<file path="src/rtl/chctl_pkg.sv">
package chctl_pkg;
  // Status bit positions
  localparam int unsigned B_RUN    = 15;
  localparam int unsigned B_PAUSE  = 14;
  localparam int unsigned B_FLUSH  = 13;
  localparam int unsigned B_WAKE   = 12;
  localparam int unsigned B_DEAD   = 11;
  localparam int unsigned B_ACTIVE = 10;

  // Register indices inside one channel slice
  localparam int unsigned IDX_CTRL   = 0;
  localparam int unsigned IDX_STATUS = 1;

  localparam int unsigned WORD_W = 32;
  localparam int unsigned HALF_W = WORD_W / 2;

  typedef logic [WORD_W-1:0] word_t;
endpackage

</file>
<file path="src/rtl/chctl_addr_decode.sv">
module chctl_addr_decode #(
  parameter int ADDR_W       = 12,
  parameter int CH_SHIFT     = 8,
  parameter int NUM_CH       = 4,
  parameter int REGS_PER_CH  = 8,
  localparam int CH_IDX_W    = ADDR_W - CH_SHIFT,
  localparam int RIDX_W      = CH_SHIFT - 2,
  localparam int CH_SEL_W    = (NUM_CH > 1) ? $clog2(NUM_CH) : 1,
  localparam int REG_SEL_W   = (REGS_PER_CH > 1) ? $clog2(REGS_PER_CH) : 1
) (
  input  logic [ADDR_W-1:0]    addr,
  output logic [CH_IDX_W-1:0]  ch_idx,
  output logic [CH_SEL_W-1:0]  ch_sel,
  output logic [REG_SEL_W-1:0] reg_sel,
  output logic                 ch_ok,
  output logic                 reg_ok
);
  logic [RIDX_W-1:0] reg_idx;
  logic              unused_lsb;

  assign ch_idx     = addr[ADDR_W-1:CH_SHIFT];
  assign reg_idx    = addr[CH_SHIFT-1:2];
  assign unused_lsb = ^addr[1:0];

  assign ch_sel  = ch_idx[CH_SEL_W-1:0];
  assign reg_sel = reg_idx[REG_SEL_W-1:0];

  assign ch_ok  = ({{(32-CH_IDX_W){1'b0}}, ch_idx} < 32'(NUM_CH));
  assign reg_ok = ({{(32-RIDX_W){1'b0}}, reg_idx} < 32'(REGS_PER_CH));
endmodule

</file>
<file path="src/rtl/chctl_status_update.sv">
module chctl_status_update
  import chctl_pkg::*;
(
  input  word_t cur,
  input  logic  ctl_we,
  input  word_t ctl,
  input  logic  halt,
  output word_t nxt,
  output logic  flush_p,
  output logic  start_p
);
  logic [HALF_W-1:0] msk;
  logic [HALF_W-1:0] val;
  word_t             s;

  assign msk = ctl[WORD_W-1:HALF_W];
  assign val = ctl[HALF_W-1:0];

  always_comb begin
    s       = cur;
    flush_p = 1'b0;
    if (ctl_we) begin
      // run: set, or clear together with dead
      if (msk[B_RUN] && val[B_RUN]) s[B_RUN] = 1'b1;
      if (msk[B_RUN] && !val[B_RUN]) begin
        s[B_RUN]  = 1'b0;
        s[B_DEAD] = 1'b0;
      end
      // wake only while running (after the run rule)
      if (msk[B_WAKE] && val[B_WAKE] && s[B_RUN]) s[B_WAKE] = 1'b1;
      // pause follows the written value
      if (msk[B_PAUSE]) s[B_PAUSE] = val[B_PAUSE];
      // flush sets status and pings the device
      if (msk[B_FLUSH] && val[B_FLUSH]) begin
        s[B_FLUSH] = 1'b1;
        flush_p    = 1'b1;
      end
      // active derivation
      if (s[B_PAUSE] || !s[B_RUN]) begin
        s[B_ACTIVE] = 1'b0;
      end else if (msk[B_RUN] || msk[B_PAUSE]) begin
        s[B_ACTIVE] = 1'b1;
      end else if (msk[B_WAKE] && val[B_WAKE]) begin
        s[B_ACTIVE] = 1'b1;
      end
    end
    if (halt) begin
      s[B_DEAD]   = 1'b1;
      s[B_ACTIVE] = 1'b0;
    end
    nxt     = s;
    start_p = ctl_we && s[B_ACTIVE];
  end
endmodule

</file>
<file path="src/rtl/chctl_channel.sv">
module chctl_channel
  import chctl_pkg::*;
#(
  parameter int REGS_PER_CH = 8,
  localparam int REG_SEL_W  = (REGS_PER_CH > 1) ? $clog2(REGS_PER_CH) : 1
) (
  input  logic                 clk,
  input  logic                 rst,
  input  logic                 we,
  input  logic [REG_SEL_W-1:0] reg_sel,
  input  word_t                wdata,
  input  logic                 halt,
  output word_t                rd_word,
  output word_t                status_q,
  output logic                 flush_q,
  output logic                 start_q
);
  word_t words_q [REGS_PER_CH];
  word_t status_d;
  logic  ctl_we;
  logic  store_we;
  logic  flush_d;
  logic  start_d;

  assign ctl_we   = we && (reg_sel == REG_SEL_W'(IDX_CTRL));
  assign store_we = we && (reg_sel != REG_SEL_W'(IDX_STATUS));

  chctl_status_update u_upd (
    .cur     (status_q),
    .ctl_we  (ctl_we),
    .ctl     (wdata),
    .halt    (halt),
    .nxt     (status_d),
    .flush_p (flush_d),
    .start_p (start_d)
  );

  always_ff @(posedge clk) begin
    if (rst) begin
      status_q <= '0;
      flush_q  <= 1'b0;
      start_q  <= 1'b0;
    end else begin
      status_q <= status_d;
      flush_q  <= flush_d;
      start_q  <= start_d;
    end
  end

  always_ff @(posedge clk) begin
    if (rst) begin
      for (int i = 0; i < REGS_PER_CH; i++) words_q[i] <= '0;
    end else if (store_we) begin
      words_q[reg_sel] <= wdata;
    end
  end

  always_comb begin
    if (reg_sel == REG_SEL_W'(IDX_STATUS)) rd_word = status_q;
    else                                   rd_word = words_q[reg_sel];
  end
endmodule

</file>
<file path="src/rtl/chctl_regblock.sv">
module chctl_regblock
  import chctl_pkg::*;
#(
  parameter int ADDR_W      = 12,
  parameter int CH_SHIFT    = 8,
  parameter int NUM_CH      = 4,
  parameter int REGS_PER_CH = 8
) (
  input  logic              clk,
  input  logic              rst,
  input  logic              wr_en,
  input  logic              rd_en,
  input  logic [ADDR_W-1:0] addr,
  input  logic [31:0]       wdata,
  input  logic [NUM_CH-1:0] halt_req,
  output logic [31:0]       rdata,
  output logic              rd_valid,
  output logic [NUM_CH-1:0] flush_req,
  output logic [NUM_CH-1:0] start_req
);
  localparam int CH_IDX_W  = ADDR_W - CH_SHIFT;
  localparam int CH_SEL_W  = (NUM_CH > 1) ? $clog2(NUM_CH) : 1;
  localparam int REG_SEL_W = (REGS_PER_CH > 1) ? $clog2(REGS_PER_CH) : 1;

  logic [CH_IDX_W-1:0]  ch_idx;
  logic [CH_SEL_W-1:0]  ch_sel;
  logic [REG_SEL_W-1:0] reg_sel;
  logic                 ch_ok;
  logic                 reg_ok;
  word_t                ch_rd [NUM_CH];
  logic [NUM_CH*32-1:0] status_flat;

  chctl_addr_decode #(
    .ADDR_W      (ADDR_W),
    .CH_SHIFT    (CH_SHIFT),
    .NUM_CH      (NUM_CH),
    .REGS_PER_CH (REGS_PER_CH)
  ) u_dec (
    .addr    (addr),
    .ch_idx  (ch_idx),
    .ch_sel  (ch_sel),
    .reg_sel (reg_sel),
    .ch_ok   (ch_ok),
    .reg_ok  (reg_ok)
  );

  for (genvar c = 0; c < NUM_CH; c++) begin : g_ch
    logic  we_c;
    word_t st_c;
    assign we_c = wr_en && ch_ok && reg_ok && (ch_idx == CH_IDX_W'(c));
    chctl_channel #(.REGS_PER_CH(REGS_PER_CH)) u_ch (
      .clk      (clk),
      .rst      (rst),
      .we       (we_c),
      .reg_sel  (reg_sel),
      .wdata    (wdata),
      .halt     (halt_req[c]),
      .rd_word  (ch_rd[c]),
      .status_q (st_c),
      .flush_q  (flush_req[c]),
      .start_q  (start_req[c])
    );
    assign status_flat[c*32 +: 32] = st_c;
  end

  always_ff @(posedge clk) begin
    if (rst) begin
      rdata    <= '0;
      rd_valid <= 1'b0;
    end else begin
      rd_valid <= rd_en;
      if (rd_en) rdata <= (ch_ok && reg_ok) ? ch_rd[ch_sel] : '0;
    end
  end
endmodule

</file>
<file path="config.mk">
export PLATFORM = sky130hd
export DESIGN_NAME = chctl_regblock
export DESIGN_NICKNAME = d
export VERILOG_FILES = /design/src/rtl/chctl_pkg.sv /design/src/rtl/chctl_addr_decode.sv /design/src/rtl/chctl_status_update.sv /design/src/rtl/chctl_channel.sv /design/src/rtl/chctl_regblock.sv
export SDC_FILE = /design/constraint.sdc
export NUM_CORES = 1
export LEC_CHECK = 0
export ABC_AREA = 1
export BUFFER_PORTS_ARGS = -buffer_cell sky130_fd_sc_hd__buf_2
export CAP_MARGIN = 20
export CORE_MARGIN = 2
export CORE_UTILIZATION = 33
export DETAILED_ROUTE_END_ITERATION = 8
export PLACE_DENSITY = 0.5
export SYNTH_ARGS = -nofsm -noshare
export SYNTH_HDL_FRONTEND = slang
export SYNTH_SLANG_ARGS = --single-unit
</file>
<file path="constraint.sdc">
create_clock -name clk -period 3.15 [get_ports clk]
set_input_delay 0.63 -clock clk [delete_from_list [all_inputs] [get_ports clk]]
set_output_delay 0.63 -clock clk [all_outputs]
set_load 0.02 [all_outputs]
</file>
Yosys cells after proc, flatten, opt, wreduce, memory -nomap -nowiden. Memory sizes are Yosys's and may differ from the RTL's. Index checks and enable logic that the tools add are counted.

Input port bits: 52. Logic and storage cells: 190. RAM bits: 1024. Flip-flop bits (word level): 65. Output and inout bits: 41. Memories: 4.

$lt $le $gt $ge: 3. Mux-type cells: 76. Equality and inequality tests: 5. Bitwise operators: 5. Reductions and logical operators: 67.

Memory list: g_ch[0].u_ch.words_q (depth 8, bits a word 32, read ports 1, clocked after Yosys merged registers in 0, write ports 8, line chctl_channel.sv:18) `word_t words_q [REGS_PER_CH];`; g_ch[1].u_ch.words_q (depth 8, bits a word 32, read ports 1, clocked after Yosys merged registers in 0, write ports 8, line chctl_channel.sv:18); g_ch[2].u_ch.words_q (depth 8, bits a word 32, read ports 1, clocked after Yosys merged registers in 0, write ports 8, line chctl_channel.sv:18); g_ch[3].u_ch.words_q (depth 8, bits a word 32, read ports 1, clocked after Yosys merged registers in 0, write ports 8, line chctl_channel.sv:18).

Operator list (count): $mux 32 (11); $reduce_or 32->1 (4); $bmux 32 s2 (1); $mux 1 (52); $logic_and 1x1->1 (27); $reduce_and 2->1 (12); $mux 2 (8); $reduce_bool 2->1 (8); $mux 3 (4); $eq 4x2->1 const B (2); $reduce_or 2->1 (4); $lt 6x4->1 const B (1); $logic_not 1->1 (5); $logic_or 1x1->1 (5); $eq 4x1->1 const B (1); $logic_not 4->1 (1); $lt 4x3->1 const B (1); $not 1->1 (4); $eq 3x1->1 const B (1); $ge 3x3->1 const B (1); $logic_not 3->1 (1); $ne 3x1->1 const B (1); $not 2->3 (1).

Logic depth before layout (Yosys ltp).
Word-level depth: 12. Depth in mapped cells: 13. Depth with buffers taken out: 11.

Hierarchy. From an unflattened synthesis, not the netlist that was laid out.

Cells, all modules: 6207. Area, all modules: 52232.6 um2.

By module, submodules not included: chctl_channel (g_ch[0].u_ch ...) (instances 2, sequential area each 7407.1 um2, cells each 1359, area an instance 12021.5 um2); chctl_channel (g_ch[2].u_ch ...) (instances 2, sequential area each 7407.1 um2, cells each 1359, area an instance 11876.4 um2); chctl_regblock (instances 1, sequential area each 660.6 um2, cells each 525, area an instance 2906.5 um2); chctl_status_update (instances 4, sequential area each 0.0 um2, cells each 58, area an instance 360.3 um2); chctl_addr_decode (instances 1, sequential area each 0.0 um2, cells each 14, area an instance 88.8 um2).

Worst setup path after synthesis. OpenSTA, ideal clock, no wires.

Path kind: input port to flip-flop. From: input addr[2]. To: memory g_ch[0].u_ch.words_q[6][0] (netlist bit), enable pin. Path buffers: 5. Arrival: 2.477 ns. Slack: 0.284 ns. Setup time: 0.389 ns. Data required time: 2.761 ns. Stages: 8. Cell sequence: buf_4 > buf_4 > buf_2 > buf_2 > nor2_1 > nand2_1 > buf_2 > nand2_1.

RTL lines: from (decl) (line chctl_regblock.sv:13) `input logic [ADDR_W-1:0] addr,`; to (decl) (line chctl_channel.sv:18).

Final worst setup path.
From: input addr[4]. To: register rdata[30].

Longest elaborated chain between the ends: 6. Elaborated cells on any way between the ends: 15. Classes of those cells: order compare (1); eq/ne (1); mux (8); reduce/logical (1); memory (4).

RTL lines: $mem_v2 8x32 or $eq 3x1->1 (tied branches); $mux 32 (line chctl_channel.sv:59) `if (reg_sel == REG_SEL_W'(IDX_STATUS)) rd_word = status_q;`; $bmux 32 s2 (line chctl_regblock.sv:72) `if (rd_en) rdata <= (ch_ok && reg_ok) ? ch_rd[ch_sel] : '0;`; $mux 32 (not written as such) (2 in series) (line chctl_regblock.sv:72); $mux 32 * (line chctl_regblock.sv:72); to (signal assigned) (line chctl_regblock.sv:72); to (decl) (line chctl_regblock.sv:16) `output logic [31:0] rdata,`.

Mark *: on every way between the ends. The rest lies on a longest branch, timed or not. The select of a mux whose other input is x is not followed. A chain may end at the register's enable or synchronous reset.

==> flow_metrics.tcl <==
set metrics [dict create \
    outcome "finished, final reports clean" \
    leakage_uw 0.02539 \
    slew_headroom 0.4620 \
    worst-setup-path-type "primary input to flip-flop" \
    nNetsFinal 5637 \
    dieArea_mm2 0.1520 \
    vias 36598 \
    netlist_instances 5412 \
    placementRows 141 \
    cts_tree "yes" \
    yosysSeqAreaShare 0.6375 \
    maxCapViolCount 0 \
    place_hpwl_um 99990 \
    final_cell_mix "1189 x nand2_1, 1091 x nor2_1, 1000 x edfxtp_1" \
    drive_gt1_frac 0.1133 \
    grt_pass1_vias 34233 \
    syn2layout_area_growth_pct 16.42 \
    viasPerCell 4.808 \
    hold_viol_final 0 \
    gr-total-overflow 0 \
    endpoint_kind "flip-flop" \
    synth_top_area_cell "edfxtp_1" \
    critPathMaxFanout 14 \
    drc_errors 0 \
    ys_ff_latch 1065 \
    syn_area_per_cell_um2 9.081 \
    max_freq_mhz 435.2 \
    placed_cell_area_mm2 0.05358 \
    yosysWarnings 0 \
    clkSinkCount 1065 \
    critical_path_required_ps 3740 \
    final_common_cell "nand2_1" \
    skew_ps 22.68 \
    hold_buffers 0 \
    clkTransAtPathRegs_ps 60 \
    start_util 0.3324 \
    grt.total_usage 0.2148 \
    rsz0062_at_grt "false" \
    synth_top_area_frac 0.6110 \
    core_area_mm2 0.1478 \
    finalSetupViolations 0 \
    die_h_um 389.9 \
    whs_ps 142.6 \
    numCtsBuffers 117 \
    numPlacedInstances 7396 \
    firstDrtPassIters 6 \
    routed_wl_um 164600 \
    grt_max_degree 84 \
    drt_iter0_markers 3660 \
    finalInstanceArea_mm2 0.05721 \
    finalNonFillerCells 7612 \
    clk_path_buf_depth 3 \
    routabilityCongestion 0.8389 \
    ios 93 \
    worstHoldPathType "primary input to flip-flop" \
    synthTopCellsByArea "edfxtp_1 61%, nand2_1 9.4%, nor2_1 8.4%" \
    wl_per_cell_um 21.63 \
    min_period_ps 2298 \
    cts_resized 0 \
    fin_crit_sh 0.7294 \
    power_density_mw_per_mm2 563.9 \
    io_buffers 90 \
    post-cts-setup-buffers 0 \
    report.final.slew_viol_count 0 \
    ant_nets 0 \
    antenna_found_initial 11 \
    worst_slew_pin_slew_ps 807.0 \
    synth_cell_types 28 \
    tns_ps 0 \
    syn-cell-area_mm2 0.04914 \
    ir_worst_vdd_mv 0.4217 \
    p_total_uw 32260 \
    critical_path_arrival_ps 2880 \
    antennaDiodeCount 0 \
    start_kind "primary input" \
    htree_levels 3 \
    insertion_delay_ps 740 \
    grt_first_pass_wirelength_um 238000 \
    root_buffer "clkbuf_16" \
    fp.dieW_um 389.9 \
]
[path summary, 6_finish.rpt]
kind,to,startpoint,slack [ps],cells after the start
min reg2reg,g_ch[0].u_ch.status_q[13],g_ch[0].u_ch.status_q[13],460,2
max,rdata[30],addr[4],850,11
min,g_ch[3].u_ch.status_q[11],halt_req[3],140,3
max reg2reg,rdata[17],g_ch[3].u_ch.words_q[1][17],1340,8
[sequential cells by signal (all words and copies together), names as in the netlist]
| signal | count |
|---|---|
| g_ch.u_ch.words_q | 1000 |
| rdata | 32 |
| g_ch.u_ch.status_q | 24 |
| g_ch.u_ch.flush_q | 4 |
| g_ch.u_ch.start_q | 4 |
| rd_valid | 1 |
[cell type report]
class / instances / area [um^2]
Fill cell: 14767 / 90630
Sequential cell: 1065 / 31330
Multi-Input combinational cell: 3263 / 13630
Clock buffer: 151 / 3148
Timing Repair Buffer: 317 / 3109
Inverter: 821 / 3100
Tap cell: 1930 / 2415
Clock inverter: 65 / 481.7
[worst max-delay path, cell delays in order]
cell and delay [ps]:
buf_2 220, inv_2 200, nand2_2 500, buf_4 370, nor2_1 60, o21ai_0 90
nand2_1 70, o21ai_1 220, nand4_1 280, nand2_1 160, a21oi_1 70
[where the power goes]
group | internal [uW] | switching (uW)
clock | 7500 | 5770
sequential | 16100 | 170
combinational | 740 | 1940
total | 24400 | 7880
[metal layers]
layer	share of wire	wire (um)	GRT usage
met5	0.000073	12	0
met2	0.46	76300	0.3468
met1	0.44	72230	0.2990
met4	0.028	4599	0.06676
met3	0.070	11480	0.03000
[synthesized netlist by cell type]
| library cell | number |
|---|---|
| nand3_1 | 467 |
| inv_1 | 784 |
| o21ai_2 | 1 |
| nand4_1 | 37 |
| clkinv_1 | 2 |
| or2_2 | 76 |
| a21o_1 | 1 |
| buf_1 | 12 |
| o211ai_1 | 6 |
| o21ai_1 | 30 |
| conb_1 | 1 |
| buf_2 | 160 |
| nor3_2 | 4 |
| nor3_1 | 2 |
| inv_2 | 34 |
| a21oi_1 | 53 |
| edfxtp_1 | 1000 |
| o21ai_0 | 149 |
| clkbuf_1 | 182 |
| nor2_1 | 1094 |
| dfxtp_1 | 65 |
| nor2_2 | 3 |
| nand2_1 | 1230 |
| o31ai_1 | 4 |
| nor2_4 | 1 |
| o21a_1 | 1 |
| buf_4 | 12 |
| inv_4 | 1 |
[stage by stage]
step | worst slack [ps] | util
floorplan | 283.9 | -
global placement | 118.4 | 0.3624
detailed placement | 111.1 | 0.3624
CTS | 900.9 | 0.3870
global route | 743.6 | 0.3870
finish | 852.3 | 0.3870
[logic make-up (layout without fill, tap and decap cells)]
family,count (synthesis),count (layout),synth area share
simple gates,2914,2914,0.2411
buf+inv,1187,1354,0.09570
compound gates,245,245,0.02564
flops,1065,1065,0.6375
other cells,1,104,0.00007631
Note: power is estimated with default switching activity, not from simulation.
